File: src/rtl/tap_pwm_pkg.sv
package tap_pwm_pkg;
  localparam int TAP_W  = 8;
  localparam int N_PH   = 4;
  localparam int N_BANK = 2;

  // even spacing of phase start taps around the reference
  function automatic int start_of(input int ph, input int tap_w, input int n_ph);
    return (ph * ((1 << tap_w) / n_ph)) % (1 << tap_w);
  endfunction
endpackage

File: src/rtl/tap_pwm_ref.sv
module tap_pwm_ref #(
  parameter int TAP_W = 8
) (
  input  logic             clk_i,
  input  logic             rst_ni,
  output logic [TAP_W-1:0] tap_o,
  output logic             wrap_o,
  output logic             armed_o
);
  logic [TAP_W-1:0] tap_q;
  logic             armed_q;

  always_ff @(posedge clk_i or negedge rst_ni) begin
    if (!rst_ni) begin
      tap_q   <= '1;
      armed_q <= 1'b0;
    end else begin
      tap_q   <= tap_q + 1'b1;
      if (tap_q == '0) armed_q <= 1'b1;
    end
  end

  assign tap_o   = tap_q;
  assign wrap_o  = (tap_q == '0);
  assign armed_o = armed_q;

  AST_ARM_AFTER_ZERO: assert property (@(posedge clk_i) disable iff (!rst_ni)
    (tap_q == '0) |=> armed_q);
endmodule

File: src/rtl/tap_pwm_cmd.sv
module tap_pwm_cmd #(
  parameter int TAP_W = 8
) (
  input  logic                  clk_i,
  input  logic                  rst_ni,
  input  logic                  armed_i,
  input  logic                  wrap_i,
  input  logic [TAP_W-1:0]      cmd_i,
  input  logic                  cmd_vld_i,
  input  logic [1:0]            busy_i,
  output logic                  sel_now_o,
  output logic [1:0][TAP_W-1:0] bank_o
);
  logic [1:0][TAP_W-1:0] bank_q;
  logic                  cur_q, pend_q, hold_vld_q;
  logic [TAP_W-1:0]      hold_q;
  logic                  sel_now, tgt, have, do_wr, park;
  logic [TAP_W-1:0]      wr_data;

  // swap happens in the tap-0 cycle itself so phase 0 sees the new value
  assign sel_now = (wrap_i && pend_q) ? ~cur_q : cur_q;
  assign tgt     = ~sel_now;
  assign have    = armed_i && (cmd_vld_i || hold_vld_q);
  assign wr_data = cmd_vld_i ? cmd_i : hold_q;
  assign do_wr   = have && !busy_i[tgt];
  assign park    = have && busy_i[tgt];

  always_ff @(posedge clk_i or negedge rst_ni) begin
    if (!rst_ni) begin
      bank_q     <= '0;
      cur_q      <= 1'b0;
      pend_q     <= 1'b0;
      hold_q     <= '0;
      hold_vld_q <= 1'b0;
    end else begin
      cur_q <= sel_now;
      if (do_wr) begin
        bank_q[tgt] <= wr_data;
        hold_vld_q  <= 1'b0;
        pend_q      <= 1'b1;
      end else begin
        if (wrap_i) pend_q <= 1'b0;
        if (park) begin
          hold_q     <= wr_data;
          hold_vld_q <= 1'b1;
        end
      end
    end
  end

  assign sel_now_o = sel_now;
  assign bank_o    = bank_q;

  AST_BUSY0_UNTOUCHED: assert property (@(posedge clk_i) disable iff (!rst_ni)
    busy_i[0] |=> $stable(bank_q[0]));
  AST_BUSY1_UNTOUCHED: assert property (@(posedge clk_i) disable iff (!rst_ni)
    busy_i[1] |=> $stable(bank_q[1]));
  AST_IGNORE_UNARMED: assert property (@(posedge clk_i) disable iff (!rst_ni)
    !armed_i |=> $stable(bank_q));
endmodule

File: src/rtl/tap_pwm_phase.sv
module tap_pwm_phase #(
  parameter int               TAP_W = 8,
  parameter logic [TAP_W-1:0] START = '0
) (
  input  logic                  clk_i,
  input  logic                  rst_ni,
  input  logic [TAP_W-1:0]      tap_i,
  input  logic                  armed_i,
  input  logic                  sel_now_i,
  input  logic [1:0][TAP_W-1:0] bank_i,
  output logic                  pwm_o,
  output logic                  off_o,
  output logic                  sel_o
);
  logic             pwm_q, pwm_d, sel_q, sel_d, off_q;
  logic             start_hit, full;
  logic [TAP_W-1:0] duty_new, held_duty, stop_tap;

  assign start_hit = armed_i && (tap_i == START);
  assign duty_new  = bank_i[sel_now_i];
  assign held_duty = bank_i[sel_q];
  assign stop_tap  = START + held_duty;  // wraps modulo the period
  assign full      = &held_duty;

  always_comb begin
    pwm_d = pwm_q;
    sel_d = sel_q;
    if (start_hit) begin
      pwm_d = |duty_new;
      sel_d = sel_now_i;
    end else if (pwm_q && !full && (tap_i == stop_tap)) begin
      pwm_d = 1'b0;
    end
  end

  always_ff @(posedge clk_i or negedge rst_ni) begin
    if (!rst_ni) begin
      pwm_q <= 1'b0;
      sel_q <= 1'b0;
      off_q <= 1'b0;
    end else begin
      pwm_q <= pwm_d;
      sel_q <= sel_d;
      off_q <= pwm_q & ~pwm_d;
    end
  end

  assign pwm_o = pwm_q;
  assign off_o = off_q;
  assign sel_o = sel_q;

  AST_RISE_AT_START: assert property (@(posedge clk_i) disable iff (!rst_ni)
    $rose(pwm_q) |-> ($past(tap_i) == START));
  AST_FALL_AT_STOP: assert property (@(posedge clk_i) disable iff (!rst_ni)
    $fell(pwm_q) |-> (($past(tap_i) == $past(stop_tap)) || ($past(tap_i) == START)));
  AST_ZERO_STAYS_LOW: assert property (@(posedge clk_i) disable iff (!rst_ni)
    (start_hit && (duty_new == '0)) |=> !pwm_q);
  AST_FULL_STAYS_HIGH: assert property (@(posedge clk_i) disable iff (!rst_ni)
    (pwm_q && full && !start_hit) |=> pwm_q);
  AST_OFF_SINGLE: assert property (@(posedge clk_i) disable iff (!rst_ni)
    off_q |=> !off_q);
  AST_HELD_DUTY_STABLE: assert property (@(posedge clk_i) disable iff (!rst_ni)
    (pwm_q && !start_hit) |=> $stable(held_duty));
endmodule

File: src/rtl/tap_pwm_quad.sv
module tap_pwm_quad #(
  parameter int TAP_W = tap_pwm_pkg::TAP_W,
  parameter int N_PH  = tap_pwm_pkg::N_PH
) (
  input  logic             clk_i,
  input  logic             rst_ni,
  input  logic [TAP_W-1:0] duty_i,
  input  logic             duty_vld_i,
  output logic [N_PH-1:0]  pwm_o,
  output logic [N_PH-1:0]  off_o
);
  logic [TAP_W-1:0]      tap;
  logic                  wrap, armed, sel_now;
  logic [1:0][TAP_W-1:0] bank;
  logic [N_PH-1:0]       pwm, off, ph_sel;
  logic [1:0]            busy;

  tap_pwm_ref #(.TAP_W(TAP_W)) u_ref (
    .clk_i   (clk_i),
    .rst_ni  (rst_ni),
    .tap_o   (tap),
    .wrap_o  (wrap),
    .armed_o (armed)
  );

  tap_pwm_cmd #(.TAP_W(TAP_W)) u_cmd (
    .clk_i     (clk_i),
    .rst_ni    (rst_ni),
    .armed_i   (armed),
    .wrap_i    (wrap),
    .cmd_i     (duty_i),
    .cmd_vld_i (duty_vld_i),
    .busy_i    (busy),
    .sel_now_o (sel_now),
    .bank_o    (bank)
  );

  for (genvar g = 0; g < N_PH; g++) begin : g_ph
    localparam logic [TAP_W-1:0] ST = TAP_W'(tap_pwm_pkg::start_of(g, TAP_W, N_PH));
    tap_pwm_phase #(.TAP_W(TAP_W), .START(ST)) u_ph (
      .clk_i     (clk_i),
      .rst_ni    (rst_ni),
      .tap_i     (tap),
      .armed_i   (armed),
      .sel_now_i (sel_now),
      .bank_i    (bank),
      .pwm_o     (pwm[g]),
      .off_o     (off[g]),
      .sel_o     (ph_sel[g])
    );
  end

  // a register is busy while any running pulse still reads its stop from it
  always_comb begin
    busy = '0;
    for (int k = 0; k < N_PH; k++) begin
      if (pwm[k]) busy[ph_sel[k]] = 1'b1;
    end
  end

  assign pwm_o = pwm;
  assign off_o = off;

  AST_QUIET_UNARMED: assert property (@(posedge clk_i) disable iff (!rst_ni)
    !armed |-> ((pwm_o == '0) && (off_o == '0)));
  AST_OFF_AFTER_FALL: assert property (@(posedge clk_i) disable iff (!rst_ni)
    (off_o != '0) |-> ((off_o & ~pwm_o) == off_o));
endmodule

File: config.mk
export PLATFORM = sky130hd
export DESIGN_NAME = tap_pwm_quad
export DESIGN_NICKNAME = d
export VERILOG_FILES = /design/src/rtl/tap_pwm_pkg.sv /design/src/rtl/tap_pwm_ref.sv /design/src/rtl/tap_pwm_cmd.sv /design/src/rtl/tap_pwm_phase.sv /design/src/rtl/tap_pwm_quad.sv
export SDC_FILE = /design/constraint.sdc
export NUM_CORES = 1
export LEC_CHECK = 0
export ABC_AREA = 1
export BUFFER_PORTS_ARGS = -buffer_cell sky130_fd_sc_hd__clkbuf_2
export CAP_MARGIN = 10
export CORE_MARGIN = 1
export CORE_UTILIZATION = 60
export CTS_CLUSTER_SIZE = 30
export DETAILED_ROUTE_END_ITERATION = 10
export PLACE_DENSITY = 0.78
export SLEW_MARGIN = 20
export SYNTH_ARGS = -nofsm -noshare
export SYNTH_HDL_FRONTEND = slang
export SYNTH_HIERARCHICAL = 1
export SYNTH_SLANG_ARGS = --single-unit
File: constraint.sdc
create_clock -name clk_i -period 3.6 [get_ports clk_i]
set_clock_uncertainty 0.15 [all_clocks]
set_input_delay 0 -clock clk_i [delete_from_list [all_inputs] [get_ports clk_i]]
set_output_delay 0 -clock clk_i [all_outputs]
set_load 0.005 [all_outputs]
==> impl_metrics.toml <==
[clocking]
htreeDepth = 2
clockBufferDepth = 2
path_clk_slew_ns = 0.10
post_cts_buffers = 0
cts_buffers = 5
cts.sinks = 48
root_buffer = "clkbuf_8"
clk_latency_ns = 0.31
ctsHoldBuffers = 9
cts_resized = 0
cts_tree = "built"

[pwr]
p_leak_nw = 2.18
p_clk_frac = 0.336
p_seq_frac = 0.529
intPower_w = 0.000765
vdd_drop_max_uv = 198
power_density_nw_per_um2 = 259
p_sw_frac = 0.297
p_sw_w = 0.000324
power_frac_comb = 0.135

[floorplan]
rows = 29
start_util = 0.618
core_area_sq_um = 6310
ioPinCount = 19
die_area_sq_um = 6830
die_w_um = 82.7
die_h_um = 82.7

[detailed_routing]
via_per_inst = 5.66
postRouteAntennaNets = 0
dr.first_iter.drc_count = 365
vias = 4104
wl_per_cell_um = 15.6
post-route-drc-count = 0
routed_wl_mm = 11.3
drt_first_pass_iters = 5

[cells_and_area]
drive_gt1_frac = 0.148
utilization = 0.665
area_growth_pct = 7.60
nNetsFinal = 662
nFillCells = 602
antennaDiodeCount = 0

[worst_setup_path]
reg2reg_from = "u_ref/tap_o[0]$_DFF_PN1_"
critical_path_class = "flop to flop"
rr_endpoint = "g_ph[2].u_ph/off_o$_DFF_PN0_"
crit_fanout = 14
critical_path.endpoint_type = "flop"
crit_top_cell = "inv_1"
crit_path_start_kind = "flop"
reg2reg_depth = 15
crit_required_ns = 3.70
crit_slowest_cell = "dfstp_2"
arrival_ns = 2.91
crit_chain = "inv_1, ha_1, nand3_1, nor2_1, nand3_1, nand2_2, inv_1, inv_1, nor2_1, nand3b_1, nand2_1, o21ai_0, nand2_1, nand2_2, nor2_2"
critPathMaxStageDelay_ns = 0.70
rrSetupSlack_ns = 0.79

[grt]
grt_pass1_vias = 3742
grt_pass1_wl_mm = 18.0
antenna_found_initial = 0
track_usage = 0.359
grt_max_degree = 49
grt_overflow_total = 0

[sta]
final.min_clock_period_ns = 2.81
max_freq_ghz = 0.356
holdWs_ns = 0.0346
slew_headroom = 0.492
setup_viol = 0
fin_setup_tns_ns = 0
hold_violations = 0
drv_slew = 0
worst_pin_slew_ns = 0.762
rsz0062_at_grt = "false"
min_period_over_period = 0.780

[synth]
synth_cell_type_count = 37
synthCells = 620
yosys_warnings = 6
syn_area_per_cell_sq_um = 6.30
syn-cell-area_sq_um = 3900
synth_most_common_cell = "nand2_1"
synth-seq-cells = 48
async_flop_share = 1.00
synth_edf_count = 0
synthTopCellsByCount = "256 x nand2_1, 81 x inv_1, 73 x nand3_1"
ys_seq_area_frac = 0.310
yosys.area.top_type = "dfrtp_1"
synthesis.nets = 635
synth-main-ff-cell = "dfrtp_1"
synthTopCellsByArea = "dfrtp_1 26%, nand2_1 25%, nand3_1 9.4%"
synth_top_cell_area_share = 0.256

[hold_path]
min_to = "u_cmd/bank_o[9]$_DFFE_PN0P_"
hp-start = "duty_vld_i"
holdPathStages = 5
min_path_type = "input pin to flop"

[placed_design]
place_congestion = 0.927
io_buffers = 18
dp_hpwl_mm = 7.93

[run_status]
outcome = "finished, final reports clean"

[flow_run]
maxCapViolCount = 0
critical path: cells and delay by family, from the launching register on:
kind,cells,cell delay (ns)
flip-flops,1,0.70
buffers and inverters,3,0.64
adder cells (fa/ha/maj),1,0.21
AO/OA/AOI/OAI,1,0.08
AND/OR/NAND/NOR,10,0.94
final cells by class:
cell class,count,area (sq um),area share
Clock buffer,6,82.6,0.0197
Clock inverter,2,17.5,0.00417
Inverter,85,332,0.0789
Multi-Input combinational cell,479,2270,0.541
Sequential cell,48,1210,0.288
Tap cell,77,96.3,0.0229
Timing Repair Buffer,28,188,0.0447
cell usage in the layout (no fill, tap or decap), drive strengths merged:
cell type and n:
inv 87, o211ai 1, nor3 5, clkbuf 24, o21ai 17, a21oi 1
xnor2 1, buf 1, xor2 3, nor2 59, or2 3, o21bai 1
dlygate4sd3 9, nand3 80, nand4 8, dfstp 8, nor4 5, o21a 1
nand3b 6, dfrtp 40, ha 4, o221ai 2, and3 1, nand2 281
kinds of logic (layout without fill, tap and decap cells):
family                     Yosys count  count (layout)  synth area share
and+or+nand+nor                    448             448             0.517
DFF                                 48              48             0.310
xor gates and xnor gates             4               4           0.00898
buffers and inverters               93             121             0.107
AOI/OAI and AO/OA                   23              23            0.0433
adders and majority gates            4               4            0.0128
through the flow:
step                total power [W]  instance area [sq um]  setup WS [ns]  cells
floorplan                  0.000677                   3900           1.27    620
global placement           0.000720                   4010          0.993    708
detailed placement         0.000723                   4010          0.848    708
CTS                         0.00109                   4200          0.832    725
global route                0.00114                   4200          0.575    725
finish                      0.00109                   4200          0.792    725
how the worst max path moves through the flow:
stage                             start                           end  slack (ns)  cells past startpoint
2_1_floorplan  u_ref/tap_o[0]$_DFF_PN1_  g_ph[2].u_ph/off_o$_DFF_PN0_        1.27                     14
3_3_place_gp   u_ref/tap_o[0]$_DFF_PN1_  g_ph[2].u_ph/off_o$_DFF_PN0_        0.99                     14
3_5_place_dp   u_ref/tap_o[0]$_DFF_PN1_  g_ph[2].u_ph/off_o$_DFF_PN0_        0.85                     14
4_1_cts        u_ref/tap_o[0]$_DFF_PN1_  g_ph[2].u_ph/off_o$_DFF_PN0_        0.83                     15
5_1_grt        u_ref/tap_o[0]$_DFF_PN1_  g_ph[2].u_ph/off_o$_DFF_PN0_        0.58                     15
6_report       u_ref/tap_o[0]$_DFF_PN1_  g_ph[2].u_ph/off_o$_DFF_PN0_        0.79                     15
state kept, by name, indices dropped and copies added, names as in the netlist, 4 cells and up:
register	flops
g_ph.u_ph/pwm_o	4
g_ph.u_ph/off_o	4
u_cmd/bank_o	16
u_ref/tap_o	8
g_ph.u_ph/sel_o	4
u_cmd/hold_q	8
power by group through the flow:
| stage | Sequential [W] | Combinational (W) | Clock (W) |
|---|---|---|---|
| floorplan | 0.000570 | 0.000107 | 0 |
| global placement | 0.000584 | 0.000135 | 0 |
| finish | 0.000576 | 0.000147 | 0.000366 |
| global route | 0.000576 | 0.000171 | 0.000390 |
| CTS | 0.000574 | 0.000147 | 0.000372 |
| detailed placement | 0.000584 | 0.000139 | 0 |
metal layers:
metal / global-route usage / share of wire / up-vias
met5: 0 / 0 / -
met4: 0.197 / 0.036 / 0
met3: 0.0824 / 0.082 / 38
met2: 0.584 / 0.48 / 188
met1: 0.438 / 0.40 / 1889
li1: - / - / 1989
(Power assumes the default switching activity.)
